--- src/rtl/mon_pkg.sv ---
package mon_pkg;

    localparam logic [7:0] ERASED_BYTE = 8'hFF;

    typedef enum logic [1:0] {
        IRQ_LOW  = 2'b00,
        IRQ_HIGH = 2'b01,
        IRQ_TEST = 2'b10,
        IRQ_RSVD = 2'b11
    } irq_lvl_e;

    typedef struct packed {
        logic active;
        logic clk_int;
    } mon_cfg_t;

    typedef enum logic [1:0] {
        ENT_RD_LO,
        ENT_RD_HI,
        ENT_DECIDE,
        ENT_DONE
    } ent_state_e;

    typedef enum logic [1:0] {
        TX_IDLE,
        TX_WAIT,
        TX_SHIFT
    } tx_state_e;

    typedef enum logic [2:0] {
        RX_IDLE,
        RX_START,
        RX_DATA,
        RX_STOP,
        RX_HOLD
    } rx_state_e;

    function automatic mon_cfg_t decide_entry(input logic erased, input irq_lvl_e lvl);
        mon_cfg_t c;
        c = '0;
        case (lvl)
            IRQ_TEST: c.active = 1'b1;
            IRQ_HIGH: c.active = erased;
            IRQ_LOW: begin
                c.active  = erased;
                c.clk_int = erased;
            end
            default: c = '0;
        endcase
        return c;
    endfunction

endpackage

--- src/rtl/mon_entry.sv ---
module mon_entry
    import mon_pkg::*;
#(
    parameter int ADDR_W = 16
) (
    input  logic              clk,
    input  logic              rst,
    output logic              rd_en,
    output logic [ADDR_W-1:0] rd_addr,
    input  logic [7:0]        rd_data,
    input  logic [1:0]        irq_level,
    output mon_cfg_t          cfg,
    output logic              done
);
    localparam logic [ADDR_W-1:0] VEC_TOP = '1;
    localparam logic [ADDR_W-1:0] VEC_LOW = VEC_TOP - 1'b1;

    ent_state_e st;
    logic [7:0] low_byte;

    always_ff @(posedge clk) begin
        if (rst) begin
            st       <= ENT_RD_LO;
            low_byte <= '0;
            cfg      <= '0;
        end else begin
            case (st)
                ENT_RD_LO: st <= ENT_RD_HI;
                ENT_RD_HI: begin
                    low_byte <= rd_data;
                    st       <= ENT_DECIDE;
                end
                ENT_DECIDE: begin
                    cfg <= decide_entry((low_byte == ERASED_BYTE) && (rd_data == ERASED_BYTE),
                                        irq_lvl_e'(irq_level));
                    st  <= ENT_DONE;
                end
                default: st <= ENT_DONE;
            endcase
        end
    end

    assign rd_en   = (st == ENT_RD_LO) || (st == ENT_RD_HI);
    assign rd_addr = (st == ENT_RD_LO) ? VEC_LOW : VEC_TOP;
    assign done    = (st == ENT_DONE);

    AST_FLAGS_LATCHED: assert property (@(posedge clk) disable iff (rst)
        (done && $past(done)) |-> ($stable(cfg.active) && $stable(cfg.clk_int)));
    AST_NO_READ_AFTER_DECISION: assert property (@(posedge clk) disable iff (rst)
        $past(done) |-> !rd_en);

endmodule

--- src/rtl/mon_baud.sv ---
module mon_baud #(
    parameter int BIT_CLKS = 256
) (
    input  logic clk,
    input  logic rst,
    input  logic en,
    output logic tick
);
    localparam int CNT_W = (BIT_CLKS > 2) ? $clog2(BIT_CLKS) : 1;
    localparam logic [CNT_W-1:0] LAST = CNT_W'(BIT_CLKS - 1);

    logic [CNT_W-1:0] cnt;

    always_ff @(posedge clk) begin
        if (rst || !en) begin
            cnt <= '0;
        end else if (cnt == LAST) begin
            cnt <= '0;
        end else begin
            cnt <= cnt + 1'b1;
        end
    end

    assign tick = en && (cnt == LAST);

    AST_TICK_SINGLE: assert property (@(posedge clk) disable iff (rst)
        tick |=> !tick);

endmodule

--- src/rtl/mon_tx.sv ---
module mon_tx
    import mon_pkg::*;
(
    input  logic       clk,
    input  logic       rst,
    input  logic       en,
    input  logic       tick,
    input  logic       start,
    input  logic [7:0] data,
    output logic       busy,
    output logic       pull_low
);
    tx_state_e  st;
    logic [3:0] idx;
    logic [7:0] shreg;

    always_ff @(posedge clk) begin
        if (rst || !en) begin
            st    <= TX_IDLE;
            idx   <= '0;
            shreg <= '0;
        end else begin
            case (st)
                TX_IDLE: begin
                    if (start) begin
                        shreg <= data;
                        st    <= TX_WAIT;
                    end
                end
                TX_WAIT: begin
                    if (tick) begin
                        idx <= '0;
                        st  <= TX_SHIFT;
                    end
                end
                default: begin
                    if (tick) begin
                        if (idx >= 4'd1 && idx <= 4'd8) shreg <= {1'b0, shreg[7:1]};
                        if (idx == 4'd9) st <= TX_IDLE;
                        else idx <= idx + 1'b1;
                    end
                end
            endcase
        end
    end

    assign busy     = (st != TX_IDLE);
    assign pull_low = (st == TX_SHIFT) && ((idx == 4'd0) || ((idx <= 4'd8) && !shreg[0]));

    AST_BIT_HELD_BETWEEN_TICKS: assert property (@(posedge clk) disable iff (rst)
        ((st == TX_SHIFT) && $past(st == TX_SHIFT) && !$past(tick)) |-> $stable(idx));

endmodule

--- src/rtl/mon_rx.sv ---
module mon_rx
    import mon_pkg::*;
#(
    parameter int BIT_CLKS = 256
) (
    input  logic       clk,
    input  logic       rst,
    input  logic       en,
    input  logic       mute,
    input  logic       pin,
    output logic [7:0] data,
    output logic       valid
);
    localparam int CNT_W = (BIT_CLKS > 2) ? $clog2(BIT_CLKS) : 1;
    localparam logic [CNT_W-1:0] LAST = CNT_W'(BIT_CLKS - 1);
    localparam logic [CNT_W-1:0] HALF = CNT_W'(BIT_CLKS / 2 - 1);

    rx_state_e        st;
    logic [CNT_W-1:0] cnt;
    logic [2:0]       bitn;
    logic [7:0]       shreg;
    logic             s1, line;

    always_ff @(posedge clk) begin
        if (rst) begin
            s1   <= 1'b1;
            line <= 1'b1;
        end else begin
            s1   <= pin;
            line <= s1;
        end
    end

    always_ff @(posedge clk) begin
        if (rst) begin
            st    <= RX_IDLE;
            cnt   <= '0;
            bitn  <= '0;
            shreg <= '0;
            data  <= '0;
            valid <= 1'b0;
        end else begin
            valid <= 1'b0;
            if (!en || mute) begin
                st <= RX_IDLE;
            end else begin
                case (st)
                    RX_IDLE: begin
                        if (!line) begin
                            cnt <= '0;
                            st  <= RX_START;
                        end
                    end
                    RX_START: begin
                        if (cnt == HALF) begin
                            cnt  <= '0;
                            bitn <= '0;
                            st   <= line ? RX_IDLE : RX_DATA;
                        end else begin
                            cnt <= cnt + 1'b1;
                        end
                    end
                    RX_DATA: begin
                        if (cnt == LAST) begin
                            cnt   <= '0;
                            shreg <= {line, shreg[7:1]};
                            if (bitn == 3'd7) st <= RX_STOP;
                            else bitn <= bitn + 1'b1;
                        end else begin
                            cnt <= cnt + 1'b1;
                        end
                    end
                    RX_STOP: begin
                        if (cnt == LAST) begin
                            cnt <= '0;
                            if (line) begin
                                data  <= shreg;
                                valid <= 1'b1;
                                st    <= RX_IDLE;
                            end else begin
                                st <= RX_HOLD;
                            end
                        end else begin
                            cnt <= cnt + 1'b1;
                        end
                    end
                    default: begin
                        if (line) st <= RX_IDLE;
                    end
                endcase
            end
        end
    end

    AST_RX_MUTED: assert property (@(posedge clk) disable iff (rst)
        $past(mute) |-> !valid);
    AST_RX_SINGLE_PULSE: assert property (@(posedge clk) disable iff (rst)
        valid |=> !valid);

endmodule

--- src/rtl/mon_link_top.sv ---
module mon_link_top
    import mon_pkg::*;
#(
    parameter int ADDR_W   = 16,
    parameter int BIT_CLKS = 256
) (
    input  logic              clk,
    input  logic              rst,
    output logic              rd_en,
    output logic [ADDR_W-1:0] rd_addr,
    input  logic [7:0]        rd_data,
    input  logic [1:0]        irq_level,
    output logic              mon_active,
    output logic              clk_sel,
    output logic              entry_done,
    output logic              bit_tick,
    input  logic              pin_in,
    output logic              pin_pull_low,
    input  logic [7:0]        tx_data,
    input  logic              tx_start,
    output logic              tx_busy,
    output logic [7:0]        rx_data,
    output logic              rx_valid
);
    mon_cfg_t cfg;

    mon_entry #(.ADDR_W(ADDR_W)) u_entry (
        .clk(clk), .rst(rst), .rd_en(rd_en), .rd_addr(rd_addr), .rd_data(rd_data),
        .irq_level(irq_level), .cfg(cfg), .done(entry_done)
    );

    assign mon_active = cfg.active;
    assign clk_sel    = cfg.clk_int;

    mon_baud #(.BIT_CLKS(BIT_CLKS)) u_baud (
        .clk(clk), .rst(rst), .en(cfg.active), .tick(bit_tick)
    );

    mon_tx u_tx (
        .clk(clk), .rst(rst), .en(cfg.active), .tick(bit_tick), .start(tx_start),
        .data(tx_data), .busy(tx_busy), .pull_low(pin_pull_low)
    );

    mon_rx #(.BIT_CLKS(BIT_CLKS)) u_rx (
        .clk(clk), .rst(rst), .en(cfg.active), .mute(tx_busy), .pin(pin_in),
        .data(rx_data), .valid(rx_valid)
    );

    AST_NORMAL_PIN_RELEASED: assert property (@(posedge clk) disable iff (rst)
        !mon_active |-> !pin_pull_low);
    AST_INT_CLK_ONLY_IN_MON: assert property (@(posedge clk) disable iff (rst)
        clk_sel |-> mon_active);

endmodule

--- config.mk ---
export PLATFORM = sky130hd
export DESIGN_NAME = mon_link_top
export DESIGN_NICKNAME = d
export VERILOG_FILES = /design/src/rtl/mon_pkg.sv /design/src/rtl/mon_entry.sv /design/src/rtl/mon_baud.sv /design/src/rtl/mon_tx.sv /design/src/rtl/mon_rx.sv /design/src/rtl/mon_link_top.sv
export SDC_FILE = /design/constraint.sdc
export NUM_CORES = 1
export LEC_CHECK = 0
export CAP_MARGIN = 20
export CORE_MARGIN = 5
export CORE_UTILIZATION = 68
export DETAILED_ROUTE_END_ITERATION = 10
export DONT_BUFFER_PORTS = 1
export PLACE_DENSITY = 0.84
export SLEW_MARGIN = 15
export SYNTH_ARGS = -nofsm -noshare
export SYNTH_HDL_FRONTEND = slang
export SYNTH_SLANG_ARGS = --single-unit
--- constraint.sdc ---
create_clock -name clk -period 2.7 [get_ports clk]
set_input_delay 0.27 -clock clk [delete_from_list [all_inputs] [get_ports clk]]
set_output_delay 0.27 -clock clk [all_outputs]
set_load 0.02 [all_outputs]
==> results of run 1 <==
==> state kept, by name (all words and copies together) (netlist names), 2 cells and up <==
register,count
u_rx.cnt,8
u_rx.data,8
u_tx.idx,4
u_baud.cnt,8
u_rx.bitn,3
u_entry.cfg,2
u_entry.low_byte,8
u_entry.st,2
u_tx.st,2
u_tx.shreg,8
u_rx.st,3
u_rx.shreg,8
==> cells by family after synthesis <==
| kind of cell | synth area share, % |
|---|---|
| flip-flops | 41.7 |
| other | 0.116 |
| adder cells (fa/ha/maj) | 3.03 |
| AND/OR/NAND/NOR | 24.5 |
| AO/OA/AOI/OAI | 11.3 |
| multiplexers | 10.2 |
| buffers and inverters | 7.23 |
| XOR/XNOR | 1.90 |
==> repair_timing <==
item	in CTS	in global routing
endpoints found under the hold margin	34	1
setup buffers	0	0
hold buffers	1	1
==> cell usage in the layout (no fill, tap or decap), drive strengths merged, types with 2 or more instances in the layout <==
cell type	n
xnor2	4
mux2i	25
nand3	13
o21ai	12
nor3b	3
nand4b	4
clkinv	2
a211o	2
or3	7
nand3b	2
inv	11
o31ai	3
mux2	7
a31oi	5
nor3	2
a32o	2
buf	4
nand2	47
dfxtp	67
and2	3
nand2b	3
or2	5
nand4	7
o21bai	2
and4	2
clkbuf	12
and3	4
or4	6
a21oi	25
nor2b	6
xor2	3
conb	15
ha	7
nor2	34
bufinv	2
==> power by group through the flow <==
stage                     registers, mW  clock network [mW]  logic (mW)
final                              1.01               0.922       0.116
after global routing               1.02               0.982       0.126
after CTS                          1.01               0.927       0.113
after detailed placement           1.04                   0       0.101
after global placement             1.04                   0      0.0995
after floorplan                    1.04                   0       0.108
==> final cells by class <==
cell class	count	share of cell area [%]
Multi-Input combinational cell	271	49.7
Clock buffer	12	4.24
Clock inverter	4	2.16
Sequential cell	67	39.2
Inverter	11	1.21
Timing Repair Buffer	5	1.54
Tap cell	54	1.98
==> per-layer routing <==
layer | vias to the layer above | GRT usage, % | part of all wire [%]
met5 | - | 0 | 0
met4 | 0 | 9.62 | 1.6
met3 | 13 | 7.48 | 5.5
met2 | 71 | 35.3 | 51
met1 | 1230 | 26.4 | 42
li1 | 1250 | - | -
==> final timing paths <==
path / start / to / slack, ns / depth (start not counted)
max: u_tx.idx[0] / pin_pull_low / 0.45 / 5
min: pin_in / u_rx.s1 / 0.03 / 1
max reg2reg: u_rx.cnt[0] / u_rx.data[7] / 0.57 / 5
min reg2reg: u_rx.s1 / u_rx.line / 0.41 / 1
==> results.json, run 1 <==
{
  "cap_violations": 0,
  "synth_edf_count": 0,
  "wl_per_cell_um": 15.8,
  "place_inst": 406,
  "cts_tree": "yes",
  "grt_pass1_vias": 2314,
  "worst_pin_slew_ns": 0.732,
  "synth_cell_types": 50,
  "setup_viol": 0,
  "synthArstFlopShare_pct": 0,
  "ys_seq_area_share_pct": 41.7,
  "track_usage_pct": 21.9,
  "drive_gt1_share_pct": 9.46,
  "synth_ff_type": "dfxtp_1",
  "p_int_mw": 1.59,
  "overflow": 0,
  "ir_drop_uv": 410,
  "min_period_ns": 2.25,
  "hp-class": "in -> reg",
  "cp_num_buf_inv": 1,
  "insertion_delay_ns": 0.34,
  "maxSlewHeadroom_pct": 51.1,
  "crit_path_max_incr_delay_ns": 0.61,
  "max_freq_mhz": 444,
  "final-instance-count-excl-fill": 424,
  "syn2layout_area_growth_pct": 6.22,
  "antenna_cells": 0,
  "cts.sinks": 67,
  "grt_pass1_wl_um": 10600,
  "synth-seq-cells": 67,
  "drt_iter0_markers": 154,
  "critical-path-top-delay-family": "simple AND/OR/NAND/NOR gates",
  "numCtsBuffers": 9,
  "p_switching_uw": 465,
  "cp_max_fo": 6,
  "detail-route-antenna-nets": 0,
  "p_seq_share_pct": 49.4,
  "fp.dieW_um": 78.8,
  "path_class": "reg -> out",
  "dp_hpwl_um": 4430,
  "finalInstanceArea_um2": 3420,
  "status": "complete, no violations",
  "rsz0062_at_grt": "false",
  "gp_congestion": 0.806,
  "yosysMostFrequentCell": "dfxtp_1",
  "postPlaceCellArea_um2": 3170,
  "synth_top_area_share_pct": 41.7,
  "clock_path_buffers": 2,
  "p_clk_share_pct": 44.9,
  "fin_util_pct": 73.4,
  "setup_ws_ns": 0.448,
  "hold_violations": 0,
  "antenna_found_initial": 0,
  "end_kind": "output port",
  "clock_skew_ns": 0.0108,
  "multi_input_area_um2": 1700,
  "synth_top_cells_by_count": "dfxtp_1 (67), nand2_1 (47), nor2_1 (34)",
  "power.static_leakage_nw": 1.35,
  "syn_area_um2": 3220,
  "yosys_warnings": 0,
  "whs_ns": 0.0337,
  "grt_max_degree": 35,
  "crit_chain": "inv_1 > ha_1 > nand2b_1 > maj3_1 > nor3b_1",
  "p_total_mw": 2.05,
  "syn_avg_cell_area_um2": 8.77,
  "core_um2": 4660,
  "switching_share_pct": 22.7,
  "finalCritPeriodShare_pct": 83.4,
  "ctsResizeCount": 0,
  "die_h_um": 78.8,
  "synth_cells": 367,
  "worst_ep_required_time_ns": 2.43,
  "cpMaxStageDelayCell": "nor3b_1",
  "power_frac_comb_pct": 5.7,
  "drc": 0,
  "powerDensity_nw_per_um2": 600,
  "row_count": 25,
  "clk_pin_slew_ns": 0.07,
  "port_buffers": 0,
  "setup-tns-final_ns": 0,
  "netlist.top_cell.by_area": "dfxtp_1",
  "io_pins": 54,
  "start_kind": "flop",
  "vias": 2564,
  "wl_um": 6680,
  "dr.pass1.iters": 5,
  "final_nets": 394,
  "vias_per_cell": 6.05,
  "register_area_um2": 1340,
  "die-area_um2": 6210,
  "synthTopCellsByArea": "dfxtp_1 (42%), mux2i_1 (7.8%), nand2_1 (5.5%)",
  "slew_violations": 0,
  "fillers": 346,
  "ctsRootBufferMaster": "clkbuf_8",
  "htreeDepth": 3,
  "arrival_ns": 1.98,
  "initial_core_util_pct": 69.1,
  "pre_cts_ws_ns": 0.589
}
No activity file was read; power rests on OpenSTA's default activity.
==> run 2, diff against run 1 <==
- CORE_UTILIZATION: 68 -> 57
- PLACE_DENSITY: 0.84 -> 0.75
- clock period: 2.7 -> 1.9 ns (I/O delays scaled with it)
==> results.json, run 2 (synthesis gave the netlist of run 1 again) <==
{
  "status": "complete, no violations",
  "worst_ep_required_time_ns": 1.71,
  "core_um2": 5510,
  "start_kind": "flop",
  "power.static_leakage_nw": 1.45,
  "port_buffers": 0,
  "place_inst": 434,
  "clock_skew_ns": 0.0110,
  "htreeDepth": 3,
  "cts_tree": "yes",
  "detail-route-antenna-nets": 0,
  "postPlaceCellArea_um2": 3270,
  "setup_viol": 0,
  "finalInstanceArea_um2": 3650,
  "min_period_ns": 1.83,
  "cts.sinks": 67,
  "syn2layout_area_growth_pct": 13.3,
  "wl_per_cell_um": 13.9,
  "dr.pass1.iters": 4,
  "finalCritPeriodShare_pct": 96.6,
  "antenna_cells": 0,
  "final_common_cell": "dfxtp_1",
  "max_freq_mhz": 545,
  "initial_core_util_pct": 58.5,
  "cap_violations": 0,
  "final_nets": 414,
  "worst_pin_slew_ns": 0.640,
  "path_class": "reg -> out",
  "grt_pass1_vias": 2457,
  "gp_congestion": 0.870,
  "hold_violations": 0,
  "ctsRootBufferMaster": "clkbuf_8",
  "insertion_delay_ns": 0.35,
  "vias_per_cell": 5.57,
  "wl_um": 6430,
  "cp_max_fo": 6,
  "clock_path_buffers": 2,
  "register_area_um2": 1350,
  "grt_pass1_wl_um": 10700,
  "io_pins": 54,
  "end_kind": "output port",
  "track_usage_pct": 18.2,
  "drt_iter0_markers": 138,
  "grt_max_degree": 38,
  "p_total_mw": 2.96,
  "multi_input_area_um2": 1720,
  "die_h_um": 85.2,
  "clk_pin_slew_ns": 0.07,
  "overflow": 0,
  "row_count": 27,
  "layout_common_cells": "dfxtp_1 (63), nand2_1 (47), nor2_1 (34)",
  "drive_gt1_share_pct": 15.1,
  "antenna_found_initial": 0,
  "numCtsBuffers": 9,
  "ir_drop_uv": 670,
  "dp_hpwl_um": 4370,
  "final-instance-count-excl-fill": 462,
  "fillers": 457,
  "maxSlewHeadroom_pct": 57.1,
  "vias": 2573,
  "slew_violations": 0,
  "hp-class": "in -> reg",
  "fp.dieW_um": 85.2,
  "die-area_um2": 7250,
  "arrival_ns": 1.64,
  "drc": 0,
  "powerDensity_nw_per_um2": 811
}
[run 2: changes by cell type in the layout (fill, tap and decap cells not counted), sizes merged]
cell         change
dlygate4sd3      +9
buf             +11
clkbuf           -1
clkinv           +1
[run 2: layer usage]
metal	part of all wire [%]	GRT usage, %	vias up
met1	43	21.6	1207
met2	49	29.9	68
met5	0	0	-
li1	-	-	1285
met4	2.3	9.78	0
met3	6.1	4.85	13
[run 2: critical path, cell delays in order (launching register included)]
cell,delay (ns)
dfxtp_2,0.35
inv_1,0.06
ha_1,0.13
nand2b_1,0.09
maj3_2,0.32
nor3b_2,0.18
buf_4,0.16
[run 2: worst paths after layout]
path               startpoint       endpoint  slack, ns  depth (start not counted)
setup / recovery  u_tx.idx[0]   pin_pull_low       0.07                          6
setup reg to reg   u_tx.st[0]    u_rx.cnt[3]       0.07                          4
hold reg to reg       u_rx.s1      u_rx.line       0.43                          1
hold / removal     tx_data[7]  u_tx.shreg[7]       0.01                          2
[run 2: layout make-up]
cell class,count,share of cell area (%)
clock buffer,11,4.15
sequential,67,36.9
inverter,11,1.13
clock inverter,5,2.06
multi-input combinational,271,47.1
timing repair buffer,25,6.18
tap,72,2.47
[run 2: report_power, final]
group / switching, mW / internal, mW / leakage, nW / total [mW]
clock: 0.531 / 0.804 / 0.119 / 1.33
combinational: 0.112 / 0.0666 / 0.792 / 0.179
sequential: 0.0175 / 1.43 / 0.544 / 1.44
[run 2: timing repair]
action                                  in CTS  in global routing
gates cloned                                 0                  0
pin swaps                                    0                  1
setup buffers                                0                  1
endpoints found under the hold margin       38                  0
endpoints found under the setup margin       4                  8
gates resized for setup                      4                  8
hold buffers                                11                  0
[run 2: stage by stage]
stage               util, %  setup slack (ns)   TNS, ns  hold WS, ns
detailed placement     59.4            0.0161         0        0.269
global route           66.2          -0.00614  -0.00614      0.00925
global placement       59.4             0.116         0        0.265
floorplan                 -             0.103         0        0.294
finish                 66.2            0.0655         0       0.0125
CTS                    65.8           0.00153         0      0.00292
==> run 3, diff against run 2 <==
- REMOVE_ABC_BUFFERS: default -> 1
==> results.json, run 3 (synthesis gave the netlist of run 1 again) <==
{
  "reg2reg_from": "u_rx.cnt[0]",
  "drive_gt1_share_pct": 15.8,
  "drc": 0,
  "antenna_found_initial": 0,
  "final_common_cell": "dfxtp_1",
  "initial_core_util_pct": 58.5,
  "switching_share_pct": 23.8,
  "grt_max_degree": 38,
  "layout_common_cells": "dfxtp_1 (63), nand2_1 (47), nor2_1 (34)",
  "finalCritPeriodShare_pct": 96.4,
  "cts_tree": "yes",
  "p_clk_share_pct": 43.1,
  "cp_max_fo": 6,
  "die_h_um": 85.2,
  "track_usage_pct": 18.9,
  "drt_iter0_markers": 139,
  "path_class": "reg -> out",
  "dr.pass1.iters": 4,
  "power.static_leakage_nw": 1.46,
  "clock_skew_ns": 0.00852,
  "powerDensity_nw_per_um2": 781,
  "vias": 2598,
  "p_switching_uw": 682,
  "hold-path-cell-count": 2,
  "grt_pass1_wl_um": 11100,
  "p_int_mw": 2.18,
  "maxSlewHeadroom_pct": 63.2,
  "arrival_ns": 1.64,
  "ctsRootBufferMaster": "clkbuf_8",
  "setup_viol": 0,
  "critPathLaunch": "u_tx.idx[0]",
  "p_seq_share_pct": 50.5,
  "io_pins": 54,
  "clock_path_buffers": 2,
  "worst_ep_required_time_ns": 1.71,
  "hold_violations": 0,
  "row_count": 27,
  "min_from": "rst",
  "numCtsBuffers": 9,
  "wl_per_cell_um": 14.4,
  "grt_pass1_vias": 2424,
  "worst_pin_slew_ns": 0.549,
  "ir_drop_uv": 651,
  "hp-class": "in -> reg",
  "cap_violations": 0,
  "start_kind": "flop",
  "vias_per_cell": 5.59,
  "port_buffers": 0,
  "wl_um": 6680,
  "overflow": 0,
  "power_frac_comb_pct": 6.4,
  "max_freq_mhz": 546,
  "core_um2": 5510,
  "syn2layout_area_growth_pct": 13.8,
  "fin_util_pct": 66.5,
  "cts.sinks": 67,
  "rsz0062_at_grt": "true",
  "antenna_cells": 0,
  "min_period_ns": 1.83,
  "status": "complete, no violations",
  "p_total_mw": 2.86,
  "fp.dieW_um": 85.2,
  "ff2ff_path_depth": 5,
  "die-area_um2": 7250,
  "end_kind": "output port",
  "final_nets": 417,
  "clk_pin_slew_ns": 0.07,
  "dp_hpwl_um": 4410,
  "gp_congestion": 0.850,
  "slew_violations": 0,
  "htreeDepth": 3,
  "insertion_delay_ns": 0.34,
  "detail-route-antenna-nets": 0
}
run 3: cell type report:
cell class / count / area [um2]
Multi-Input combinational cell: 271 / 1720
Fill cell: 446 / 1840
Inverter: 11 / 41.3
Clock buffer: 11 / 151
Sequential cell: 67 / 1350
Tap cell: 72 / 90.1
Timing Repair Buffer: 28 / 254
Clock inverter: 5 / 60.1
run 3: routing by layer:
metal / share of wire [%] / vias to the layer above / track usage [%]
met1: 44 / 1234 / 22.7
li1: - / 1297 / -
met2: 48 / 57 / 31.3
met5: 0 / - / 0
met4: 1.4 / 0 / 8.92
met3: 6.1 / 10 / 5.24
run 3: worst max-delay path, cell delays in order (launching register included):
cell and delay, ns:
dfxtp_2 0.35, inv_1 0.06, ha_1 0.14, nand2b_1 0.09
maj3_2 0.32, nor3b_2 0.18, buf_4 0.16
run 3: repair_timing:
item                                   CTS  global route
cloned                                   0             0
buffers inserted                         0             0
endpoints found under the hold margin   39             0
hold buffers                            12             0
pin swaps                                0             2
setup endpoints to repair                2            14
gates resized for setup                  3            11
run 3: final timing paths:
kind,endpoint,slack (ns)
min,u_rx.cnt[0],0.07
max reg2reg,u_rx.cnt[3],0.10
max,pin_pull_low,0.07
min reg2reg,u_rx.line,0.42
run 3: stage by stage:
step	worst slack (ns)	std cells	cell area [um2]	setup TNS, ns	hold slack, ns
CTS	-0.0200	465	3640	-0.0200	0.0200
finish	0.0680	465	3660	0	0.0714
global route	-0.0333	465	3660	-0.0333	0.0752
global placement	0.115	437	3290	0	0.263
floorplan	0.00895	349	3080	0	0.259
detailed placement	0.0276	437	3290	0	0.266
run 3: power groups by stage:
stage	registers, mW	clock network (mW)	logic (mW)
finish	1.44	1.23	0.184
global route	1.45	1.33	0.201
CTS	1.44	1.25	0.181
detailed placement	1.48	0	0.147
global placement	1.47	0	0.145
floorplan	1.47	0	0.117
